File: src/rtl/rst_seq_pkg.sv
package rst_seq_pkg;

  typedef enum logic [1:0] {
    PH_ASSERT = 2'd0,
    PH_HOLD   = 2'd1,
    PH_RUN    = 2'd2
  } por_phase_e;

  // positions of the request lines inside the filter bank
  localparam int unsigned REQ_PWR   = 0;
  localparam int unsigned REQ_DBG   = 1;
  localparam int unsigned REQ_SW    = 2;
  localparam int unsigned REQ_TRST  = 3;
  localparam int unsigned REQ_COUNT = 4;

  function automatic int unsigned max_u(input int unsigned a, input int unsigned b);
    return (a > b) ? a : b;
  endfunction

  function automatic int unsigned us_to_cycles(input longint unsigned clk_hz,
                                               input int unsigned us);
    longint unsigned prod;
    prod = clk_hz * longint'(us);
    return int'(prod / 64'd1000000);
  endfunction

  // processor reset low time: the time limit, but never shorter than the strap setup window
  function automatic int unsigned por_low_cycles(input longint unsigned clk_hz,
                                                 input int unsigned us,
                                                 input int unsigned setup);
    return max_u(max_u(us_to_cycles(clk_hz, us), setup), 1);
  endfunction

  function automatic int unsigned ctr_bits(input int unsigned n);
    return (n < 2) ? 1 : $clog2(n);
  endfunction

endpackage

File: src/rtl/rst_req_filter.sv
module rst_req_filter #(
  parameter int unsigned N_REQ = 4
) (
  input  logic             clk,
  input  logic             arst_n,
  input  logic [N_REQ-1:0] req_n_i,
  output logic [N_REQ-1:0] req_q_o
);

  genvar g;
  generate
    for (g = 0; g < N_REQ; g++) begin : g_chan
      // [0],[1] synchronizer, [2] previous synchronized sample
      logic [2:0] samp;

      always_ff @(posedge clk or negedge arst_n) begin
        if (!arst_n) samp <= '0;
        else         samp <= {samp[1:0], req_n_i[g]};
      end

      assign req_q_o[g] = ~samp[1] & ~samp[2];


      two_sample_chk: assert property (@(posedge clk) disable iff (!arst_n)
        $rose(req_q_o[g]) |-> ($past(!req_n_i[g], 2) && $past(!req_n_i[g], 3)));
    end
  endgenerate

endmodule

File: src/rtl/rst_por_timer.sv
module rst_por_timer
  import rst_seq_pkg::*;
#(
  parameter int unsigned LOW_CYC  = 50000,
  parameter int unsigned HOLD_CYC = 16,
  parameter int unsigned CFG_W    = 4
) (
  input  logic             clk,
  input  logic             arst_n,
  input  logic             req_i,
  input  logic [CFG_W-1:0] cfg_i,
  output logic             por_n_o,
  output logic [CFG_W-1:0] strap_o,
  output logic             strap_oe_o
);

  localparam int unsigned CW   = ctr_bits(max_u(LOW_CYC, HOLD_CYC));
  localparam int unsigned LW   = ctr_bits(LOW_CYC + 1) + 1;
  localparam logic [CW-1:0] LOW_LAST  = CW'(LOW_CYC - 1);
  localparam logic [CW-1:0] HOLD_LAST = CW'(HOLD_CYC - 1);

  por_phase_e    phase;
  logic [CW-1:0] cnt;

  // named events for the checks
  logic rise_evt;
  logic hold_done_evt;
  assign rise_evt      = (phase == PH_ASSERT) && !req_i && (cnt == LOW_LAST);
  assign hold_done_evt = (phase == PH_HOLD)   && !req_i && (cnt == HOLD_LAST);

  always_ff @(posedge clk or negedge arst_n) begin
    if (!arst_n) begin
      phase      <= PH_ASSERT;
      cnt        <= '0;
      por_n_o    <= 1'b0;
      strap_oe_o <= 1'b1;
      strap_o    <= '0;
    end else if (req_i) begin
      phase      <= PH_ASSERT;
      cnt        <= '0;
      por_n_o    <= 1'b0;
      strap_oe_o <= 1'b1;
      strap_o    <= cfg_i;
    end else begin
      unique case (phase)
        PH_ASSERT: begin
          if (rise_evt) begin
            por_n_o <= 1'b1;
            phase   <= PH_HOLD;
            cnt     <= '0;
          end else begin
            cnt <= cnt + 1'b1;
          end
        end
        PH_HOLD: begin
          if (hold_done_evt) begin
            strap_oe_o <= 1'b0;
            phase      <= PH_RUN;
            cnt        <= '0;
          end else begin
            cnt <= cnt + 1'b1;
          end
        end
        default: ;
      endcase
    end
  end

  // checker: cycles por_n has been low, saturating
  logic [LW-1:0] low_len;
  always_ff @(posedge clk or negedge arst_n) begin
    if (!arst_n)                      low_len <= '0;
    else if (por_n_o)                 low_len <= '0;
    else if (low_len < LW'(LOW_CYC))  low_len <= low_len + 1'b1;
  end


  min_low_chk: assert property (@(posedge clk) disable iff (!arst_n)
    $rose(por_n_o) |-> (low_len >= LW'(LOW_CYC)));


  req_restart_chk: assert property (@(posedge clk) disable iff (!arst_n)
    req_i |=> (!por_n_o && strap_oe_o));


  strap_frozen_chk: assert property (@(posedge clk) disable iff (!arst_n)
    por_n_o |-> $stable(strap_o));


  strap_late_off_chk: assert property (@(posedge clk) disable iff (!arst_n)
    $fell(strap_oe_o) |-> (por_n_o && $past(por_n_o)));


  strap_at_rise_chk: assert property (@(posedge clk) disable iff (!arst_n)
    $rose(por_n_o) |-> strap_oe_o);

endmodule

File: src/rtl/rst_periph_stager.sv
module rst_periph_stager
  import rst_seq_pkg::*;
#(
  parameter int unsigned N_PERIPH = 5,
  parameter int unsigned GAP_CYC  = 1024
) (
  input  logic                clk,
  input  logic                arst_n,
  input  logic                clear_i,
  input  logic                go_i,
  output logic [N_PERIPH-1:0] rel_n_o
);

  localparam int unsigned GW = ctr_bits(GAP_CYC);
  localparam logic [GW-1:0] GAP_LAST = GW'(GAP_CYC - 1);

  logic [GW-1:0] gap_cnt;
  logic          all_out;
  logic          step_evt;

  assign all_out  = rel_n_o[N_PERIPH-1];
  assign step_evt = go_i && !all_out && (gap_cnt == GAP_LAST);

  always_ff @(posedge clk or negedge arst_n) begin
    if (!arst_n) begin
      rel_n_o <= '0;
      gap_cnt <= '0;
    end else if (clear_i) begin
      rel_n_o <= '0;
      gap_cnt <= '0;
    end else if (go_i && !all_out) begin
      if (step_evt) begin
        rel_n_o <= (rel_n_o << 1) | N_PERIPH'(1);
        gap_cnt <= '0;
      end else begin
        gap_cnt <= gap_cnt + 1'b1;
      end
    end
  end


  held_in_reset_chk: assert property (@(posedge clk) disable iff (!arst_n)
    !go_i |-> (rel_n_o == '0));


  clear_all_chk: assert property (@(posedge clk) disable iff (!arst_n)
    clear_i |=> (rel_n_o == '0));


  one_at_a_time_chk: assert property (@(posedge clk) disable iff (!arst_n)
    !clear_i |=> ($countones(rel_n_o & ~$past(rel_n_o)) <= 1));

  genvar g;
  generate
    for (g = 1; g < N_PERIPH; g++) begin : g_order

      in_order_chk: assert property (@(posedge clk) disable iff (!arst_n)
        rel_n_o[g] |-> rel_n_o[g-1]);
    end
  endgenerate

endmodule

File: src/rtl/rst_por_sequencer.sv
module rst_por_sequencer
  import rst_seq_pkg::*;
#(
  parameter longint unsigned CLK_HZ        = 50000000,
  parameter int unsigned     MIN_ASSERT_US = 1000,
  parameter int unsigned     SETUP_CYC     = 16,
  parameter int unsigned     HOLD_CYC      = 16,
  parameter int unsigned     GAP_CYC       = 1024,
  parameter int unsigned     CFG_W         = 4,
  parameter int unsigned     N_PERIPH      = 5
) (
  input  logic                clk,
  input  logic                pwr_ok,
  input  logic                dbg_rst_n,
  input  logic                sw_rst_n,
  input  logic                dbg_trst_n,
  input  logic [CFG_W-1:0]    cfg_value,
  output logic                por_n,
  output logic                trst_n,
  output logic [CFG_W-1:0]    strap_out,
  output logic                strap_oe,
  output logic [N_PERIPH-1:0] periph_rst_n
);

  localparam int unsigned LOW_CYC = por_low_cycles(CLK_HZ, MIN_ASSERT_US, SETUP_CYC);

  logic [REQ_COUNT-1:0] raw_n;
  logic [REQ_COUNT-1:0] req_q;
  logic                 por_req;
  logic                 trst_req;

  assign raw_n[REQ_PWR]  = pwr_ok;
  assign raw_n[REQ_DBG]  = dbg_rst_n;
  assign raw_n[REQ_SW]   = sw_rst_n;
  assign raw_n[REQ_TRST] = dbg_trst_n;

  rst_req_filter #(.N_REQ(REQ_COUNT)) u_filter (
    .clk     (clk),
    .arst_n  (pwr_ok),
    .req_n_i (raw_n),
    .req_q_o (req_q)
  );

  assign por_req  = req_q[REQ_PWR] | req_q[REQ_DBG] | req_q[REQ_SW];
  assign trst_req = req_q[REQ_PWR] | req_q[REQ_TRST];

  always_ff @(posedge clk or negedge pwr_ok) begin
    if (!pwr_ok) trst_n <= 1'b0;
    else         trst_n <= ~trst_req;
  end

  rst_por_timer #(
    .LOW_CYC  (LOW_CYC),
    .HOLD_CYC (HOLD_CYC),
    .CFG_W    (CFG_W)
  ) u_timer (
    .clk        (clk),
    .arst_n     (pwr_ok),
    .req_i      (por_req),
    .cfg_i      (cfg_value),
    .por_n_o    (por_n),
    .strap_o    (strap_out),
    .strap_oe_o (strap_oe)
  );

  rst_periph_stager #(
    .N_PERIPH (N_PERIPH),
    .GAP_CYC  (GAP_CYC)
  ) u_stager (
    .clk     (clk),
    .arst_n  (pwr_ok),
    .clear_i (por_req),
    .go_i    (por_n),
    .rel_n_o (periph_rst_n)
  );


  trst_follow_chk: assert property (@(posedge clk) disable iff (!pwr_ok)
    trst_req |=> !trst_n);


  trst_release_chk: assert property (@(posedge clk) disable iff (!pwr_ok)
    !trst_req |=> trst_n);

endmodule

File: config.mk
export PLATFORM = sky130hd
export DESIGN_NAME = rst_por_sequencer
export DESIGN_NICKNAME = d
export VERILOG_FILES = /design/src/rtl/rst_seq_pkg.sv /design/src/rtl/rst_req_filter.sv /design/src/rtl/rst_por_timer.sv /design/src/rtl/rst_periph_stager.sv /design/src/rtl/rst_por_sequencer.sv
export SDC_FILE = /design/constraint.sdc
export NUM_CORES = 1
export LEC_CHECK = 0
export BUFFER_PORTS_ARGS = -buffer_cell sky130_fd_sc_hd__buf_2
export CAP_MARGIN = 20
export CORE_ASPECT_RATIO = 1.25
export CORE_MARGIN = 5
export CORE_UTILIZATION = 55
export CTS_CLUSTER_DIAMETER = 120
export DETAILED_ROUTE_END_ITERATION = 6
export PLACE_DENSITY = 0.75
export SYNTH_ARGS = -nofsm -noshare
export SYNTH_HDL_FRONTEND = slang
export SYNTH_HIERARCHICAL = 1
export SYNTH_SLANG_ARGS = --single-unit
File: constraint.sdc
create_clock -name clk -period 5 [get_ports clk]
set_clock_uncertainty 0.2 [all_clocks]
set_input_delay 1 -clock clk [delete_from_list [all_inputs] [get_ports clk]]
set_output_delay 1 -clock clk [all_outputs]
set_load 0.02 [all_outputs]
==> flow_metrics.py, run 1 <==
metrics = {
    "grt": {
        "track_usage_pct": 16.5,
        "antenna_found_initial": 0,
        "first_global_vias": 1548,
        "grt_pass1_wl_mm": 6.85,
        "grt_max_degree": 42,
        "gr-total-overflow": 0,
    },
    "routing": {
        "drt-initial-drc-count": 71,
        "post_drt_wl_per_cell_um": 13.7,
        "vias_per_cell": 5.38,
        "drt_wl_total_mm": 3.97,
        "vias": 1555,
        "firstDrtPassIters": 4,
        "drc_errors": 0,
        "ant_nets": 0,
    },
    "die": {
        "initial_utilization_pct": 56.3,
        "fp-row-count": 26,
        "die_h_um": 81.8,
        "dieWidth_um": 67.5,
        "dieArea_um2": 5520,
        "core_um2": 4030,
        "ios": 21,
    },
    "critical_path": {
        "end_kind": "register",
        "max_stage_delay_ns": 0.75,
        "cp_common_cell": "nor2_1",
        "r2r-end": "u_timer/cnt[1]$_DFFE_PN0P_",
        "startpoint": "u_filter/g_chan[0].samp[1]$_DFF_PN0_",
        "cp_num_cells": 7,
        "crit_chain": "nor2_1, or3_1, nor2_1, nand4_1, nor3_2, nor2_1, a32o_1",
        "cp-start-kind": "register",
        "r2r_slack_ns": 1.91,
        "worstRegToRegCells": 7,
        "critPathRequiredTime_ns": 5.00,
        "cp_num_buf_inv": 0,
        "cp_max_fo": 27,
        "r2r-start": "u_filter/g_chan[0].samp[1]$_DFF_PN0_",
        "cp.arrival_ns": 3.08,
        "cpLargestDelayFamily": "simple AND/OR/NAND/NOR gates",
        "worstSetupPathType": "reg -> reg",
        "slowest_stage": "or3_1",
        "crit_path_end": "u_timer/cnt[1]$_DFFE_PN0P_",
    },
    "clock_tree": {
        "cts_tree": "yes",
        "cts_sinks": 52,
        "cts_repair_resize_count": 0,
        "cts-hold-fix-buffers": 0,
        "clk_latency_ns": 0.31,
        "cts_max_path_buffers": 2,
        "post_cts_buffers": 0,
        "cts-root-buf": "clkbuf_8",
        "numCtsBuffers": 5,
        "htreeDepth": 2,
        "clk_pin_slew_worst_paths_ns": 0.10,
    },
    "synthesis": {
        "synth_top_flop_cell": "dfrtp_1",
        "synthesis.area_um2": 2270,
        "synth_top_area_cell": "dfrtp_1",
        "yosysSeqAreaShare_pct": 57.4,
        "syn_area_per_cell_um2": 10.9,
        "syn_inst": 209,
        "synth_edf_count": 0,
        "synthArstFlopShare_pct": 100,
        "syn_nets": 220,
        "yosysTopAreaCellShare_pct": 56.2,
        "ys_ff_latch": 52,
        "ys_types": 43,
        "yosysWarningCount": 6,
        "synthTopCellsByArea": "dfrtp_1 (56%), nor2_1 (6.0%), xor2_1 (4.6%)",
    },
    "sta": {
        "drv_slew": 0,
        "hold_viol": 0,
        "fin_setup_tns_ns": 0,
        "relSlewSlack_pct": 38.2,
        "min_period_over_period_pct": 61.7,
        "max_freq_mhz": 324,
        "grt_setup_unrepaired": "no",
        "worstMarginPinSlew_ns": 0.926,
        "fin_crit_ns": 3.09,
        "setup_viol": 0,
    },
    "run": {
        "drv_cap": 0,
    },
    "run_status": {
        "status": "finished clean",
    },
    "power_and_ir_drop": {
        "peakVddDrop_mv": 0.242,
        "p_leak_nw": 1.15,
        "powerDensity_nw_per_um2": 289,
    },
    "final_layout": {
        "fin_nets": 243,
        "final_util_pct": 62.5,
        "n_antenna_cell": 0,
        "syn2layout_area_growth_pct": 11.1,
        "final_cell_mix": "dfrtp_1 (51), nor2_1 (36), buf_2 (20)",
        "final_common_cell": "dfrtp_1",
        "drive_above_1_share_pct": 18.0,
    },
    "placement": {
        "dpl.hpwl_mm": 2.83,
        "gp_congestion": 0.875,
        "port_buffers": 20,
    },
    "worst_hold_path": {
        "min_path_type": "reg -> reg",
    },
}
through the flow:
stage / std cells / total power, mW / cell area, µm² / hold slack, ns / setup slack [ns]
floorplan: 209 / 0.472 / 2270 / 0.131 / 2.92
global placement: 281 / 0.491 / 2430 / 0.133 / 2.07
detailed placement: 281 / 0.493 / 2430 / 0.139 / 1.94
CTS: 289 / 0.740 / 2520 / 0.161 / 1.94
global route: 289 / 0.767 / 2520 / 0.168 / 1.60
finish: 289 / 0.729 / 2520 / 0.156 / 1.91
area by class of cell:
cell class | instances | area [µm²]
fill | 347 | 1510
sequential | 52 | 1300
multi-input combinational | 150 | 941
timing repair buffer | 21 | 108
tap | 56 | 70.1
clock buffer | 5 | 68.8
clock inverter | 3 | 25.0
inverter | 2 | 7.51
flip-flops by register name, summed over array words and instances (netlist names):
register,count
trst_n,1
u_filter/g_chan.samp,12
u_stager/gap_cnt,10
u_stager/rel_n_o,5
u_timer/cnt,16
u_timer/phase,2
u_timer/por_n_o,1
u_timer/strap_o,4
u_timer/strap_oe_o,1
synthesized netlist by cell type (3+ instances only):
master	n
a21oi_1	4
a31oi_1	8
clkbuf_1	4
dfrtp_1	51
mux2_2	4
mux2i_1	3
nand2_1	15
nand3_1	12
nand4_1	8
nor2_1	36
nor3_1	5
or3_1	5
xnor2_1	3
xor2_1	12
power breakdown:
group          switching [mW]  internal [mW]
logic                  0.0309         0.0145
registers             0.00641          0.432
clock network           0.143          0.102
total                   0.180          0.549
worst min path at each step:
| stage | depth (start not counted) | from | endpoint |
|---|---|---|---|
| final | 0 | u_filter/g_chan[2].samp[0]$_DFF_PN0_ | u_filter/g_chan[2].samp[1]$_DFF_PN0_ |
| after global routing | 0 | u_filter/g_chan[1].samp[0]$_DFF_PN0_ | u_filter/g_chan[1].samp[1]$_DFF_PN0_ |
| after CTS | 0 | u_filter/g_chan[1].samp[0]$_DFF_PN0_ | u_filter/g_chan[1].samp[1]$_DFF_PN0_ |
| after detailed placement | 0 | u_filter/g_chan[1].samp[0]$_DFF_PN0_ | u_filter/g_chan[1].samp[1]$_DFF_PN0_ |
| after global placement | 0 | u_filter/g_chan[0].samp[0]$_DFF_PN0_ | u_filter/g_chan[0].samp[1]$_DFF_PN0_ |
| after floorplan | 0 | u_filter/g_chan[0].samp[0]$_DFF_PN0_ | u_filter/g_chan[0].samp[1]$_DFF_PN0_ |
cells by family after synthesis:
group                      after synthesis  share of synthesized area (%)
and+or+nand+nor                        106                           25.2
DFF                                     52                           57.4
AOI/OAI and AO/OA                       20                           6.01
xor gates and xnor gates                15                           5.79
buffers and inverters                    7                           1.21
muxes                                    7                           3.31
adders and majority gates                2                           1.10
metal layers:
metal | up-vias | share of wire, % | GRT usage [%]
li1 | 781 | - | -
met1 | 736 | 45 | 19.5
met2 | 28 | 49 | 27.1
met3 | 10 | 3.4 | 4.51
met4 | 0 | 2.4 | 8.52
met5 | - | 0 | 0
No activity file was read; power rests on OpenSTA's default activity.
==> run 2, diff against run 1 <==
--- a/config.mk
+++ b/config.mk
@@ -5,11 +5,12 @@
 export SDC_FILE = /design/constraint.sdc
 export NUM_CORES = 1
 export LEC_CHECK = 0
+export ABC_AREA = 1
 export BUFFER_PORTS_ARGS = -buffer_cell sky130_fd_sc_hd__buf_2
 export CAP_MARGIN = 20
 export CORE_ASPECT_RATIO = 1.25
 export CORE_MARGIN = 5
-export CORE_UTILIZATION = 55
+export CORE_UTILIZATION = 53
 export CTS_CLUSTER_DIAMETER = 120
 export DETAILED_ROUTE_END_ITERATION = 6
 export PLACE_DENSITY = 0.75
==> constraint.sdc (replaced) <==
create_clock -name clk -period 2.75 [get_ports clk]
set_clock_uncertainty 0.2 [all_clocks]
set_input_delay 0.55 -clock clk [delete_from_list [all_inputs] [get_ports clk]]
set_output_delay 0.55 -clock clk [all_outputs]
set_load 0.02 [all_outputs]
==> flow_metrics.py, run 2 <==
metrics = {
    "run_status": {
        "status": "finished clean",
    },
    "grt": {
        "gr-total-overflow": 0,
        "grt_pass1_wl_mm": 8.69,
        "antenna_found_initial": 0,
        "grt_max_degree": 29,
        "track_usage_pct": 17.2,
        "first_global_vias": 2027,
    },
    "sta": {
        "min_period_over_period_pct": 75.6,
        "max_freq_mhz": 481,
        "fin_setup_tns_ns": 0,
        "relSlewSlack_pct": 73.4,
        "hold_viol": 0,
        "fin_crit_ns": 2.08,
        "drv_slew": 0,
        "worstMarginPinSlew_ns": 0.398,
        "setup_viol": 0,
        "grt_setup_unrepaired": "no",
    },
    "synthesis": {
        "ys_types": 24,
        "synthesis.area_um2": 2600,
        "ys_top_cells_by_count": "nand2_1 (106), dfrtp_1 (51), nor2_1 (39), inv_1 (30), nand3_1 (18)",
        "synthArstFlopShare_pct": 100,
        "yosysWarningCount": 6,
        "syn_inst": 318,
        "yosysSeqAreaShare_pct": 50.2,
        "ys_ff_latch": 52,
        "yosysTopAreaCellShare_pct": 49.2,
        "post-synth-top-count-cell": "nand2_1",
        "synth_edf_count": 0,
        "synth_top_area_cell": "dfrtp_1",
        "synthTopCellsByArea": "dfrtp_1 (49%), nand2_1 (15%), nor2_1 (5.6%)",
        "syn_nets": 329,
        "syn_area_per_cell_um2": 8.16,
        "synth_top_flop_cell": "dfrtp_1",
    },
    "power_and_ir_drop": {
        "p_leak_nw": 1.41,
        "powerDensity_nw_per_um2": 523,
        "peakVddDrop_mv": 0.292,
        "power_mw": 1.51,
    },
    "final_layout": {
        "final_cell_mix": "nand2_1 (106), dfrtp_1 (51), nor2_1 (39)",
        "final.fill_count": 425,
        "final_common_cell": "nand2_1",
        "multiInputGateArea_um2": 1130,
        "drive_above_1_share_pct": 18.7,
        "largest_reg_flops": 16,
        "seq_area_um2": 1300,
        "reg.largest.list": "u_timer/cnt x16, u_filter/g_chan.samp x12, u_stager/gap_cnt x10",
        "fin_nets": 357,
        "n_antenna_cell": 0,
        "syn2layout_area_growth_pct": 11.1,
        "regMostFlops": "u_timer/cnt",
    },
    "critical_path": {
        "worstSetupPathType": "reg -> reg",
        "crit_path_end": "u_stager/gap_cnt[5]$_DFFE_PN0P_",
        "cp.arrival_ns": 2.12,
        "r2r-end": "u_stager/gap_cnt[5]$_DFFE_PN0P_",
        "startpoint": "u_filter/g_chan[0].samp[1]$_DFF_PN0_",
        "critPathRequiredTime_ns": 2.79,
        "end_kind": "register",
        "worstRegToRegCells": 10,
        "cp_max_fo": 11,
        "r2r-start": "u_filter/g_chan[0].samp[1]$_DFF_PN0_",
        "r2r_slack_ns": 0.67,
        "cp-start-kind": "register",
    },
    "clock_tree": {
        "cts_tree": "yes",
        "cts_repair_resize_count": 0,
        "cts-hold-fix-buffers": 1,
        "cts_max_path_buffers": 2,
        "clk_pin_slew_worst_paths_ns": 0.09,
        "clk_latency_ns": 0.30,
        "post_cts_buffers": 0,
        "cts-root-buf": "clkbuf_8",
        "cts_sinks": 52,
        "htreeDepth": 2,
        "numCtsBuffers": 5,
    },
    "worst_hold_path": {
        "min_path_type": "in -> reg",
        "hold_start": "dbg_trst_n",
    },
    "die": {
        "initial_utilization_pct": 54.9,
        "core_um2": 4730,
        "ios": 21,
        "die_h_um": 88.3,
        "fp-row-count": 28,
        "dieArea_um2": 6410,
        "dieWidth_um": 72.6,
    },
    "routing": {
        "post_drt_wl_per_cell_um": 12.1,
        "drc_errors": 0,
        "drt_wl_total_mm": 4.94,
        "vias": 2068,
        "ant_nets": 0,
        "vias_per_cell": 5.08,
        "drt-initial-drc-count": 132,
        "firstDrtPassIters": 4,
    },
    "placement": {
        "dpl.hpwl_mm": 3.70,
        "gp_congestion": 0.864,
        "port_buffers": 20,
    },
    "run": {
        "drv_cap": 0,
    },
}
[run 2: changes by cell type in the layout (fill, tap and decap cells not counted), sizes merged, moves of 4 or more]
cell   change
nand3     +13
o21ai      +4
inv       +31
xor2       -8
nand2     +94
mux2       -4
or3        -5
nor2      +18
a31oi      -8
[run 2: logic make-up after synthesis]
group | share of synthesized area (%)
fa+ha+maj | 0.964
compound gates | 2.75
simple gates | 38.0
xor+xnor | 1.69
flops | 50.2
buf+inv | 6.41
[run 2: cell type report]
| cell class | instances | area share (%) |
|---|---|---|
| Clock buffer | 5 | 2.39 |
| Clock inverter | 3 | 1.60 |
| Inverter | 34 | 4.60 |
| Multi-Input combinational cell | 229 | 39.1 |
| Sequential cell | 52 | 45.1 |
| Tap cell | 60 | 2.60 |
| Timing Repair Buffer | 24 | 4.60 |
[run 2: routing by layer]
layer  share of wire [%]  track usage, %
met2                  51            30.5
met5                   0               0
met1                  44            20.4
met3                 3.9            3.75
met4                 1.5            6.38
[run 2: how the worst min path moves through the flow]
stage / slack [ns] / endpoint / cells after the start
3_5_place_dp: 0.14 / u_filter/g_chan[0].samp[1]$_DFF_PN0_ / 0
5_1_grt: 0.13 / u_filter/g_chan[3].samp[0]$_DFF_PN0_ / 1
3_3_place_gp: 0.13 / u_filter/g_chan[0].samp[1]$_DFF_PN0_ / 0
4_1_cts: 0.14 / u_filter/g_chan[3].samp[0]$_DFF_PN0_ / 1
2_1_floorplan: 0.05 / trst_n$_DFF_PN0_ / 0
6_report: 0.15 / u_filter/g_chan[3].samp[0]$_DFF_PN0_ / 1
[run 2: metrics by stage]
| stage | hold slack [ns] | cell area [µm²] | setup slack (ns) | utilization [%] | instances |
|---|---|---|---|---|---|
| global placement | 0.134 | 2760 | 0.711 | 58.4 | 398 |
| CTS | 0.136 | 2890 | 0.652 | 61.0 | 407 |
| detailed placement | 0.138 | 2760 | 0.674 | 58.4 | 398 |
| global route | 0.127 | 2890 | 0.404 | 61.0 | 407 |
| floorplan | 0.0544 | 2600 | 1.04 | - | 318 |
| finish | 0.146 | 2890 | 0.671 | 61.0 | 407 |
[run 2: worst max-delay path, stage by stage, from the launching register on]
cell and delay (ns):
dfrtp_1 0.39, nor2_1 0.12, nor2_1 0.07, nand2_1 0.31, inv_1 0.07, buf_4 0.20
nand2_1 0.22, nand2_1 0.10, nor2_1 0.15, a21oi_1 0.09, nor2_1 0.09
[run 2: power by group]
| part | internal [mW] | switching (mW) | total (mW) |
|---|---|---|---|
| combinational | 0.0505 | 0.102 | 0.152 |
| clock | 0.274 | 0.250 | 0.524 |
| sequential | 0.804 | 0.0301 | 0.834 |
| total | 1.13 | 0.381 | 1.51 |
